===== src/rtl/gpio_port_pkg.sv =====
package gpio_port_pkg;
  localparam int ADDR_W = 6;
  localparam int DATA_W = 8;
  localparam int NUM_PP = 5;
  localparam logic [ADDR_W-1:0] A_PINS  = 6'h16;
  localparam logic [ADDR_W-1:0] A_DIR   = 6'h17;
  localparam logic [ADDR_W-1:0] A_LATCH = 6'h18;
endpackage


===== src/rtl/gpio_sync.sv =====
module gpio_sync #(
  parameter int W      = 6,
  parameter int STAGES = 2
) (
  input  logic         clk,
  input  logic         rst_n,
  input  logic [W-1:0] d,
  output logic [W-1:0] q
);
  logic [STAGES-1:0][W-1:0] stg;

  always_ff @(posedge clk or negedge rst_n) begin
    if (!rst_n) stg[0] <= '0;
    else        stg[0] <= d;
  end

  for (genvar s = 1; s < STAGES; s++) begin : g_stage
    always_ff @(posedge clk or negedge rst_n) begin
      if (!rst_n) stg[s] <= '0;
      else        stg[s] <= stg[s-1];
    end
  end

  assign q = stg[STAGES-1];
endmodule


===== src/rtl/gpio_regs.sv =====
module gpio_regs
  import gpio_port_pkg::*;
#(
  parameter int NUM_PP = 5,
  parameter int OD_EN  = 1,
  localparam int NUM_PINS = NUM_PP + 1
) (
  input  logic                clk,
  input  logic                rst_n,
  input  logic [ADDR_W-1:0]   addr,
  input  logic                wr,
  input  logic [DATA_W-1:0]   wdata,
  input  logic [NUM_PINS-1:0] pin_val,
  output logic [DATA_W-1:0]   rdata,
  output logic [DATA_W-1:0]   latch_q,
  output logic [DATA_W-1:0]   dir_q
);
  localparam logic [DATA_W-1:0] LATCH_MASK = DATA_W'((1 << NUM_PP) - 1);
  localparam logic [DATA_W-1:0] DIR_MASK   = DATA_W'((1 << (NUM_PP + OD_EN)) - 1);

  logic wr_latch, wr_dir;
  assign wr_latch = wr && (addr == A_LATCH);
  assign wr_dir   = wr && (addr == A_DIR);

  always_ff @(posedge clk or negedge rst_n) begin
    if (!rst_n)        latch_q <= '0;
    else if (wr_latch) latch_q <= wdata & LATCH_MASK;
  end

  always_ff @(posedge clk or negedge rst_n) begin
    if (!rst_n)      dir_q <= '0;
    else if (wr_dir) dir_q <= wdata & DIR_MASK;
  end

  always_comb begin
    unique case (addr)
      A_LATCH: rdata = latch_q;
      A_DIR:   rdata = dir_q;
      A_PINS:  rdata = {{(DATA_W-NUM_PINS){1'b0}}, pin_val};
      default: rdata = '0;
    endcase
  end
endmodule


===== src/rtl/gpio_pad_drive.sv =====
module gpio_pad_drive #(
  parameter int NUM_PP = 5,
  localparam int NUM_PINS = NUM_PP + 1
) (
  input  logic                rst_n,
  input  logic                pu_dis,
  input  logic [NUM_PP-1:0]   latch,
  input  logic [NUM_PINS-1:0] dir,
  output logic [NUM_PINS-1:0] oe,
  output logic [NUM_PINS-1:0] out,
  output logic [NUM_PINS-1:0] pu
);
  for (genvar i = 0; i < NUM_PP; i++) begin : g_pp
    assign oe[i]  = rst_n & dir[i];
    assign out[i] = latch[i];
    assign pu[i]  = rst_n & ~dir[i] & latch[i] & ~pu_dis;
  end

  // open-drain pin: only ever pulls low, no pull-up
  assign oe[NUM_PP]  = rst_n & dir[NUM_PP];
  assign out[NUM_PP] = 1'b0;
  assign pu[NUM_PP]  = 1'b0;
endmodule


===== src/rtl/gpio_pullup_port.sv =====
module gpio_pullup_port
  import gpio_port_pkg::*;
#(
  parameter int OD_EN       = 1,
  parameter int SYNC_STAGES = 2
) (
  input  logic              clk,
  input  logic              rst_n,
  input  logic [ADDR_W-1:0] bus_addr,
  input  logic              bus_wr,
  input  logic [DATA_W-1:0] bus_wdata,
  output logic [DATA_W-1:0] bus_rdata,
  input  logic [NUM_PP:0]   pad_in,
  input  logic              pullup_off,
  output logic [NUM_PP:0]   pad_oe,
  output logic [NUM_PP:0]   pad_out,
  output logic [NUM_PP:0]   pad_pu
);
  localparam int NUM_PINS = NUM_PP + 1;

  logic [NUM_PINS-1:0] pin_sync;
  logic [DATA_W-1:0]   latch_q, dir_q;

  gpio_sync #(.W(NUM_PINS), .STAGES(SYNC_STAGES)) u_sync (
    .clk(clk), .rst_n(rst_n), .d(pad_in), .q(pin_sync)
  );

  gpio_regs #(.NUM_PP(NUM_PP), .OD_EN(OD_EN)) u_regs (
    .clk(clk), .rst_n(rst_n), .addr(bus_addr), .wr(bus_wr),
    .wdata(bus_wdata), .pin_val(pin_sync), .rdata(bus_rdata),
    .latch_q(latch_q), .dir_q(dir_q)
  );

  gpio_pad_drive #(.NUM_PP(NUM_PP)) u_drive (
    .rst_n(rst_n), .pu_dis(pullup_off),
    .latch(latch_q[NUM_PP-1:0]), .dir(dir_q[NUM_PINS-1:0]),
    .oe(pad_oe), .out(pad_out), .pu(pad_pu)
  );
endmodule


===== config.mk =====
export PLATFORM = sky130hd
export DESIGN_NAME = gpio_pullup_port
export DESIGN_NICKNAME = d
export VERILOG_FILES = /design/src/rtl/gpio_port_pkg.sv /design/src/rtl/gpio_sync.sv /design/src/rtl/gpio_regs.sv /design/src/rtl/gpio_pad_drive.sv /design/src/rtl/gpio_pullup_port.sv
export SDC_FILE = /design/constraint.sdc
export NUM_CORES = 1
export LEC_CHECK = 0
export CAP_MARGIN = 0
export CORE_MARGIN = 3
export CORE_UTILIZATION = 55
export DETAILED_ROUTE_END_ITERATION = 8
export DONT_BUFFER_PORTS = 1
export GPL_TIMING_DRIVEN = 0
export PLACE_DENSITY = 0.8
export SETUP_SLACK_MARGIN = 0.05
export SLEW_MARGIN = 20
export SYNTH_ARGS = -nofsm -noshare
export SYNTH_HDL_FRONTEND = slang
export SYNTH_SLANG_ARGS = --single-unit

===== constraint.sdc =====
create_clock -name clk -period 2.1 [get_ports clk]
set_input_delay 0.105 -clock clk [delete_from_list [all_inputs] [get_ports clk]]
set_output_delay 0.105 -clock clk [all_outputs]
set_load 0.05 [all_outputs]

Word level (Yosys, flattened, before mapping):

Index checks and enable logic that the tools add are counted.

* bits in registers: 23
* output and inout bits: 26

* mux-type cells: 1
* reduce and logical (&&, ||, !) cells: 2
* eq/ne operators: 3
* bitwise operators: 27

Operators by type and width (count)
* $and 1x1->1: 21
* $eq 6x5->1 const B: 3
* $pmux 6 s3: 1
* $not 1->1: 6
* $logic_and 1x1->1: 2

Logic depth before layout (Yosys ltp):

Gate-level depths: netlist of run 1.

* depth after elaboration: 4
* depth in mapped cells: 5

Hierarchy:

A second synthesis of run 1 with hierarchy kept.

* cell total of the unflattened synthesis: 91
* area, all modules: 1177.4 sq um

By module, submodules not included
* gpio_regs: instances 1, cells an instance 53, area each 673.1 sq um
* gpio_sync: instances 1, cells an instance 18, area each 345.3 sq um
* gpio_pad_drive: instances 1, cells an instance 20, area each 158.9 sq um

Worst setup path after synthesis of run 1:

OpenSTA, ideal clock, no wires.

* path kind: flip-flop to output port
* start: register u_regs.latch_q[0]
* end: output pad_pu[0]
* data arrival time: 1.860 ns
* path slack: 0.135 ns
* required time: 1.995 ns
* cell stages (with the launch flop): 2
* path buffers: 0
* cell sequence: dfrtp_1 > nor3b_1

* word-level cells in the longest chain between the ends: 2

Ends and longest elaborated chain
* start: declaration: RTL line gpio_regs.sv:15 `output logic [DATA_W-1:0] latch_q,`
* start signal: assignment: RTL line gpio_regs.sv:27 `else if (wr_latch) latch_q <= wdata & LATCH_MASK;`
* $and 1x1->1 (2 in a row): RTL line gpio_pad_drive.sv:16 `assign pu[i] = rst_n & ~dir[i] & latch[i] & ~pu_dis;`
* end: declaration: RTL line gpio_pullup_port.sv:17 `output logic [NUM_PP:0] pad_pu`

Every way passes these cells.

Final worst setup path of run 1:

Ends and elaborated chain as after synthesis.

==> impl_results.md, run 1 <==
* Postcts setup bufs at 0
* Mapped Cells at 73
* Initial antenna violation count at 0
* GRT Resource Usage Total at roughly a fifth
* Initial Util at 59.9%
* Status: complete, no violations
* Slew HR at 30.5%
* Slowest-stage cell, CP: nor3b_2
* Full die area at between 0.002 and 0.0025 mm²
* Max incr delay on CP at 0.81 ns
* Die height at 49.8 µm
* Peak supply drop at 0.583 mV
* Power per cell area at 743 mW/mm²
* Dominant cell type by area after synthesis: dfrtp_1
* # nets final at 118
* Leakage at 0.000578 µW
* Hold crit path type: input pin to flop
* R2r startpoint: u_regs.latch_q[0]$_DFFE_PN0P_
* Die Wd at 49.8 µm
* Worst Setup Start Kind: flop
* Hold path depth at 3
* Rows at 15
* Fmax at 520 MHz
* Worst Setup EP: pad_pu[0]
* R2R depth at 1
* Synthesis-to-finish area growth at 21.2%
* Slew @ Worst Pin at 1.04 ns
* Clk_lat worst skew at 0.30 ns
* Total negative slack at 0 ns
* Critical path startpoint: u_regs.latch_q[0]$_DFFE_PN0P_
* R2r setup slk at 1.03 ns
* CTS max path bufs at 2
* Mapped Area at 0.00106 mm²
* I/O pin count at 50
* Largest net degree at the start of global routing at 24
* Antenna-violating nets left at 0
* Reg2reg end: u_regs.latch_q[0]$_DFFE_PN0P_
* Fin worst setup slack at 0.175 ns
* Commonest non-fill, non-tap cell in the layout: dfrtp_1
* 1st-iter DRT viols at 9
* Crit path arrival time at 1.82 ns
* Setup CP Type: flop to primary output
* CTS Hold Bufs at 13
* Crit path capture type: primary output
* Core area at 0.00176 mm²
* Minimum clock period at approximately 1.9 ns
* Layout Skew at 0.00689 ns
* DP Area at 0.00112 mm²
* CTS tree: yes
* Worst Path Max Fanout at 4
* Yosys cell types at 17
* Hold Fails Final Rpt at 0
* DR vias at 643
* Final WL at 2240 µm
* Sink Count at 23
* Crit path depth at 1
* Overflow after GRT at 0
* Detail Placement HPWL at around 1500 µm
* H-Tree Depth at 1
* Root buffer cell: clkbuf_4
* MaxCap Viol Count at 0
* Filler instances at 129
* Slew Limit Fails at 0
* PortBufs at 0
* Post-DR vias/cell at 5.45
* CP required at approximately 2.0 ns
* Area share of the leading cell type in the synthesized netlist at 54.5%
* RSZ-0062 raised after global routing: false
* Cell area after layout at 0.00128 mm²
* Drt drc at 0
* Commonest cells after routing, fill and taps aside: dfrtp_1, dlygate4sd3_1, mux2_4, mux2i_1, and2_1
* Yosys reg bits at 23
* Period utilization at 91.7%
* CP Cell Sequence: nor3b_2
* Yosys warnings at 0
* Post-cts sizing count at 0
* Endpoints failing setup at 0
* Crit path buf inv count at 0
* CTS clk-pin slew, worst paths at 0.13 ns
* Num CTS Buffers at 3
* Initial DRT Pass Iterations at 3
* Syn Area/Cell at 14.5 µm²
* Seq/Total Area, Yosys at 54.5%
* GPL Wtd Cong at 0.630
* Diodes inserted at 0
* Global-route wire length before repair at between 3000 and 4000 µm
* Wire per inst at 19.0 µm
* DP Worst Slack at 0.438 ns
* Pwr Total at 951 µW
* Layout cells sized above 1 at between 20% and 30%
* Vias in the first global route at about 680
* Top post-synthesis cells by area: dfrtp_1, mux2_4, mux2i_1
* Worst path top cell family by delay: simple AND/OR/NAND/NOR gates
==> state kept, by name, indices dropped and copies added, names as in the netlist <==
signal	flops
u_regs.dir_q	6
u_regs.latch_q	5
u_sync.q	6
u_sync.stg	6
==> cell usage after synthesis <==
| cell | n |
|---|---|
| and2_1 | 6 |
| nor3b_1 | 5 |
| o2bb2ai_1 | 5 |
| and4b_1 | 1 |
| nand4b_1 | 1 |
| and3_1 | 2 |
| buf_6 | 3 |
| nor2b_1 | 1 |
| conb_1 | 1 |
| mux2i_1 | 6 |
| nor2_1 | 1 |
| buf_4 | 4 |
| nor4b_2 | 1 |
| dfrtp_1 | 23 |
| mux2_4 | 11 |
| and2_0 | 1 |
| nand2b_1 | 1 |
==> where the power goes <==
group / switching [µW] / leakage, µW / internal [µW] / total, µW
Clock: 128 / 0.0000150 / 74.0 / 202
Combinational: 105 / 0.000277 / 81.2 / 186
Sequential: 82.0 / 0.000286 / 481 / 563
==> final cells by class <==
class	count	area (µm²)	area share, %
sequential	23	576	45.0
tap	25	31.3	2.44
buffer	7	63.8	4.99
multi-input combinational	46	453	35.4
timing repair buffer	13	130	10.2
clock buffer	4	26.3	2.05
==> worst min-delay path by stage <==
stage / start / end / slack (ns)
4_1_cts: bus_wr / u_regs.dir_q[5]$_DFFE_PN0P_ / 0.29
3_3_place_gp: rst_n / u_regs.dir_q[3]$_DFFE_PN0P_ / -0.19
3_5_place_dp: rst_n / u_regs.latch_q[3]$_DFFE_PN0P_ / -0.19
2_1_floorplan: rst_n / u_regs.dir_q[0]$_DFFE_PN0P_ / -0.19
5_1_grt: bus_wr / u_regs.dir_q[5]$_DFFE_PN0P_ / 0.28
6_report: bus_wr / u_regs.dir_q[3]$_DFFE_PN0P_ / 0.29
==> kinds of logic after synthesis <==
kind of cell           count (synthesis)  synth area share, %
AO/OA/AOI/OAI                          5                 4.15
buffers and inverters                  7                 6.04
flip-flops                            23                 54.5
multiplexers                          17                 21.3
other                                  1                0.355
AND/OR/NAND/NOR                       20                 13.6
==> metal layers <==
layer	vias to the layer above	part of all wire [%]	track usage, %
met3	2	7.8	6.34
met5	-	0	0
li1	290	-	-
met1	319	40	24.9
met4	0	1.1	8.29
met2	32	51	34.4
==> per-stage QoR <==
stage	std cells	hold WS [ns]	utilization, %
2_1_floorplan	76	-0.191	-
3_3_place_gp	101	-0.190	62.3
3_5_place_dp	101	-0.190	63.7
4_1_cts	118	0.286	72.6
5_1_grt	118	0.282	72.6
6_report	118	0.288	72.6
==> worst min-delay path: stages <==
cell and delay, ns:
and3_1 0.16, buf_6 0.15, mux2_4 0.15
(Power assumes the default switching activity.)
==> run 2: changes to the inputs <==
- PLACE_DENSITY: 0.8 -> 0.72
==> impl_results.md, run 2 (synthesis gave the netlist of run 1 again) <==
* Multi-input gate area at 453 µm² (unchanged)
* # nets final at 119 (+0.85%)
* Worst Setup Start Kind: flop
* 1st-iter DRT viols at 3 (-6)
* Postcts setup bufs at 0 (unchanged)
* H-Tree Depth at 1 (unchanged)
* Post-cts sizing count at 0 (unchanged)
* Slowest-stage cell, CP: nor3b_2
* Layout cells sized above 1 at 29.8% (+0.75 points)
* Worst Setup EP: pad_pu[1]
* Layout Cells excl Fill at 119 (+0.85%)
* Period utilization at 91.0% (-0.67 points)
* Clk pwr share at 20.7% (-0.5 points)
* I/O pin count at 50 (unchanged)
* Peak supply drop at 0.750 mV (+29%)
* R2r startpoint: u_regs.latch_q[1]$_DFFE_PN0P_
* Wire per inst at 17.7 µm (-6.9%)
* Crit path buf inv count at 0 (unchanged)
* Slew HR at 31.1% (+0.60 points)
* Minimum clock period at 1.91 ns (-0.0141 ns)
* Crit path capture type: primary output
* Leakage at 0.000582 µW (+0.68%)
* Status: complete, no violations
* Initial Util at 59.9% (unchanged)
* CTS Hold Bufs at 13 (unchanged)
* GPL Wtd Cong at 0.663 (+5.3%)
* Commonest cells after routing, fill and taps aside: dfrtp_1, dlygate4sd3_1, mux2_4, mux2i_1, and2_1
* GRT Resource Usage Total at 18.9% (-1.8 points)
* Hold crit path type: input pin to flop
* Die Wd at 49.8 µm (unchanged)
* Power per cell area at 735 mW/mm² (-1.0%)
* Overflow after GRT at 0 (unchanged)
* Global-route wire length before repair at 3480 µm (-4.2%)
* P_sw at 308 µW (-2.1%)
* Sw Share at 32.6% (-0.48 points)
* CTS clk-pin slew, worst paths at 0.12 ns (about the same)
* Total negative slack at 0 ns (unchanged)
* DR vias at 624 (-3.0%)
* Gate power share at 19.7% (+0.2 points)
* Max incr delay on CP at 0.80 ns (about the same)
* Filler instances at 127 (-1.6%)
* MaxCap Viol Count at 0 (unchanged)
* Drt drc at 0 (unchanged)
* Clk_lat worst skew at 0.29 ns (about the same)
* Setup CP Type: flop to primary output
* Vias in the first global route at 685 (+1.5%)
* Critical path startpoint: u_regs.latch_q[1]$_DFFE_PN0P_
* Die height at 49.8 µm (unchanged)
* Root buffer cell: clkbuf_4
* Rows at 15 (unchanged)
* CP required at 2.00 ns (about the same)
* R2r setup slk at 1.03 ns (about the same)
* Crit path depth at 1 (unchanged)
* Sink Count at 23 (unchanged)
* Sequential power share at 59.6% (+0.4 points)
* Final WL at 2100 µm (-6.1%)
* Layout Skew at 0.000640 ns (-0.00625 ns)
* Fin Hold WS at 0.268 ns (-0.0203 ns)
* Area taken by flip-flops and latches at 576 µm² (unchanged)
* Reg2reg end: u_regs.latch_q[1]$_DFFE_PN0P_
* Crit path arrival time at 1.81 ns (about the same)
* RSZ-0062 raised after global routing: false
* Int Power at 637 µW (about the same)
* CP Cell Sequence: nor3b_2
* Post-DR vias/cell at 5.24 (-3.8%)
* Commonest non-fill, non-tap cell in the layout: dfrtp_1
* Worst path top cell family by delay: simple AND/OR/NAND/NOR gates
* Core area at 0.00176 mm² (unchanged)
* Synthesis-to-finish area growth at 21.7%
* R2R depth at 1 (unchanged)
* Slew @ Worst Pin at 1.03 ns (-0.00428 ns)
* Endpoints failing setup at 0 (unchanged)
* Worst Path Max Fanout at 4 (unchanged)
* PortBufs at 0 (unchanged)
* Slew Limit Fails at 0 (unchanged)
* Largest net degree at the start of global routing at 24 (unchanged)
* Diodes inserted at 0 (unchanged)
* Antenna-violating nets left at 0 (unchanged)
* Initial DRT Pass Iterations at 4 (+1)
* Detail Placement HPWL at 1380 µm (-9.9%)
* Num CTS Buffers at 3 (unchanged)
* CTS tree: yes
* Initial antenna violation count at 0 (unchanged)
* Full die area at 0.00248 mm² (unchanged)
* Hold Fails Final Rpt at 0 (unchanged)
* Post-Place Cells at 101 (unchanged)
* Fmax at 523 MHz (+0.74%)
* CTS max path bufs at 2 (unchanged)
-- run 2: cell count changes in the layout (fill, tap and decap cells not counted) --
| cell | change |
|---|---|
| buf_2 | +1 |
-- run 2: how the worst min path moves through the flow --
stage          startpoint                       endpoint  slack, ns  cells after the start
2_1_floorplan       rst_n    u_regs.dir_q[0]$_DFFE_PN0P_      -0.19                      0
3_3_place_gp        rst_n          u_sync.q[3]$_DFF_PN0_      -0.19                      0
3_5_place_dp        rst_n          u_sync.q[3]$_DFF_PN0_      -0.19                      0
4_1_cts            bus_wr  u_regs.latch_q[3]$_DFFE_PN0P_       0.26                      3
5_1_grt            bus_wr  u_regs.latch_q[0]$_DFFE_PN0P_       0.26                      3
6_report           bus_wr  u_regs.latch_q[0]$_DFFE_PN0P_       0.27                      3
-- run 2: power by group through the flow --
stage	combinational [µW]	sequential (µW)	clock [µW]
floorplan	146	559	0
global placement	151	568	0
detailed placement	157	573	0
CTS	186	563	202
global route	197	572	218
finish	186	563	196
-- run 2: layer usage --
metal | vias up | track usage, % | share of wire [%]
met5 | - | 0 | 0
met4 | 0 | 4.15 | 0.57
met3 | 2 | 4.53 | 7.7
met2 | 28 | 34.1 | 53
met1 | 300 | 22.6 | 39
li1 | 294 | - | -
-- run 2: area by class of cell --
cell class | instances | area share (%)
multi-input combinational | 46 | 35.2
timing repair buffer | 14 | 10.5
tap | 25 | 2.43
buffer | 7 | 4.97
clock buffer | 4 | 2.04
sequential | 23 | 44.8
-- run 2: per-stage QoR --
step | power (µW) | worst slack (ns) | cell area (µm²) | utilization, %
after floorplan | 705 | 0.135 | 1070 | -
after global placement | 719 | 0.0368 | 1100 | 62.3
after detailed placement | 729 | 0.431 | 1120 | 63.7
after CTS | 950 | 0.160 | 1280 | 72.6
after global routing | 987 | 0.113 | 1280 | 72.8
final | 945 | 0.189 | 1280 | 72.8
-- run 2: worst min-delay path: stages --
cell and delay, ns:
and3_1 0.14, buf_6 0.14, mux2_4 0.15
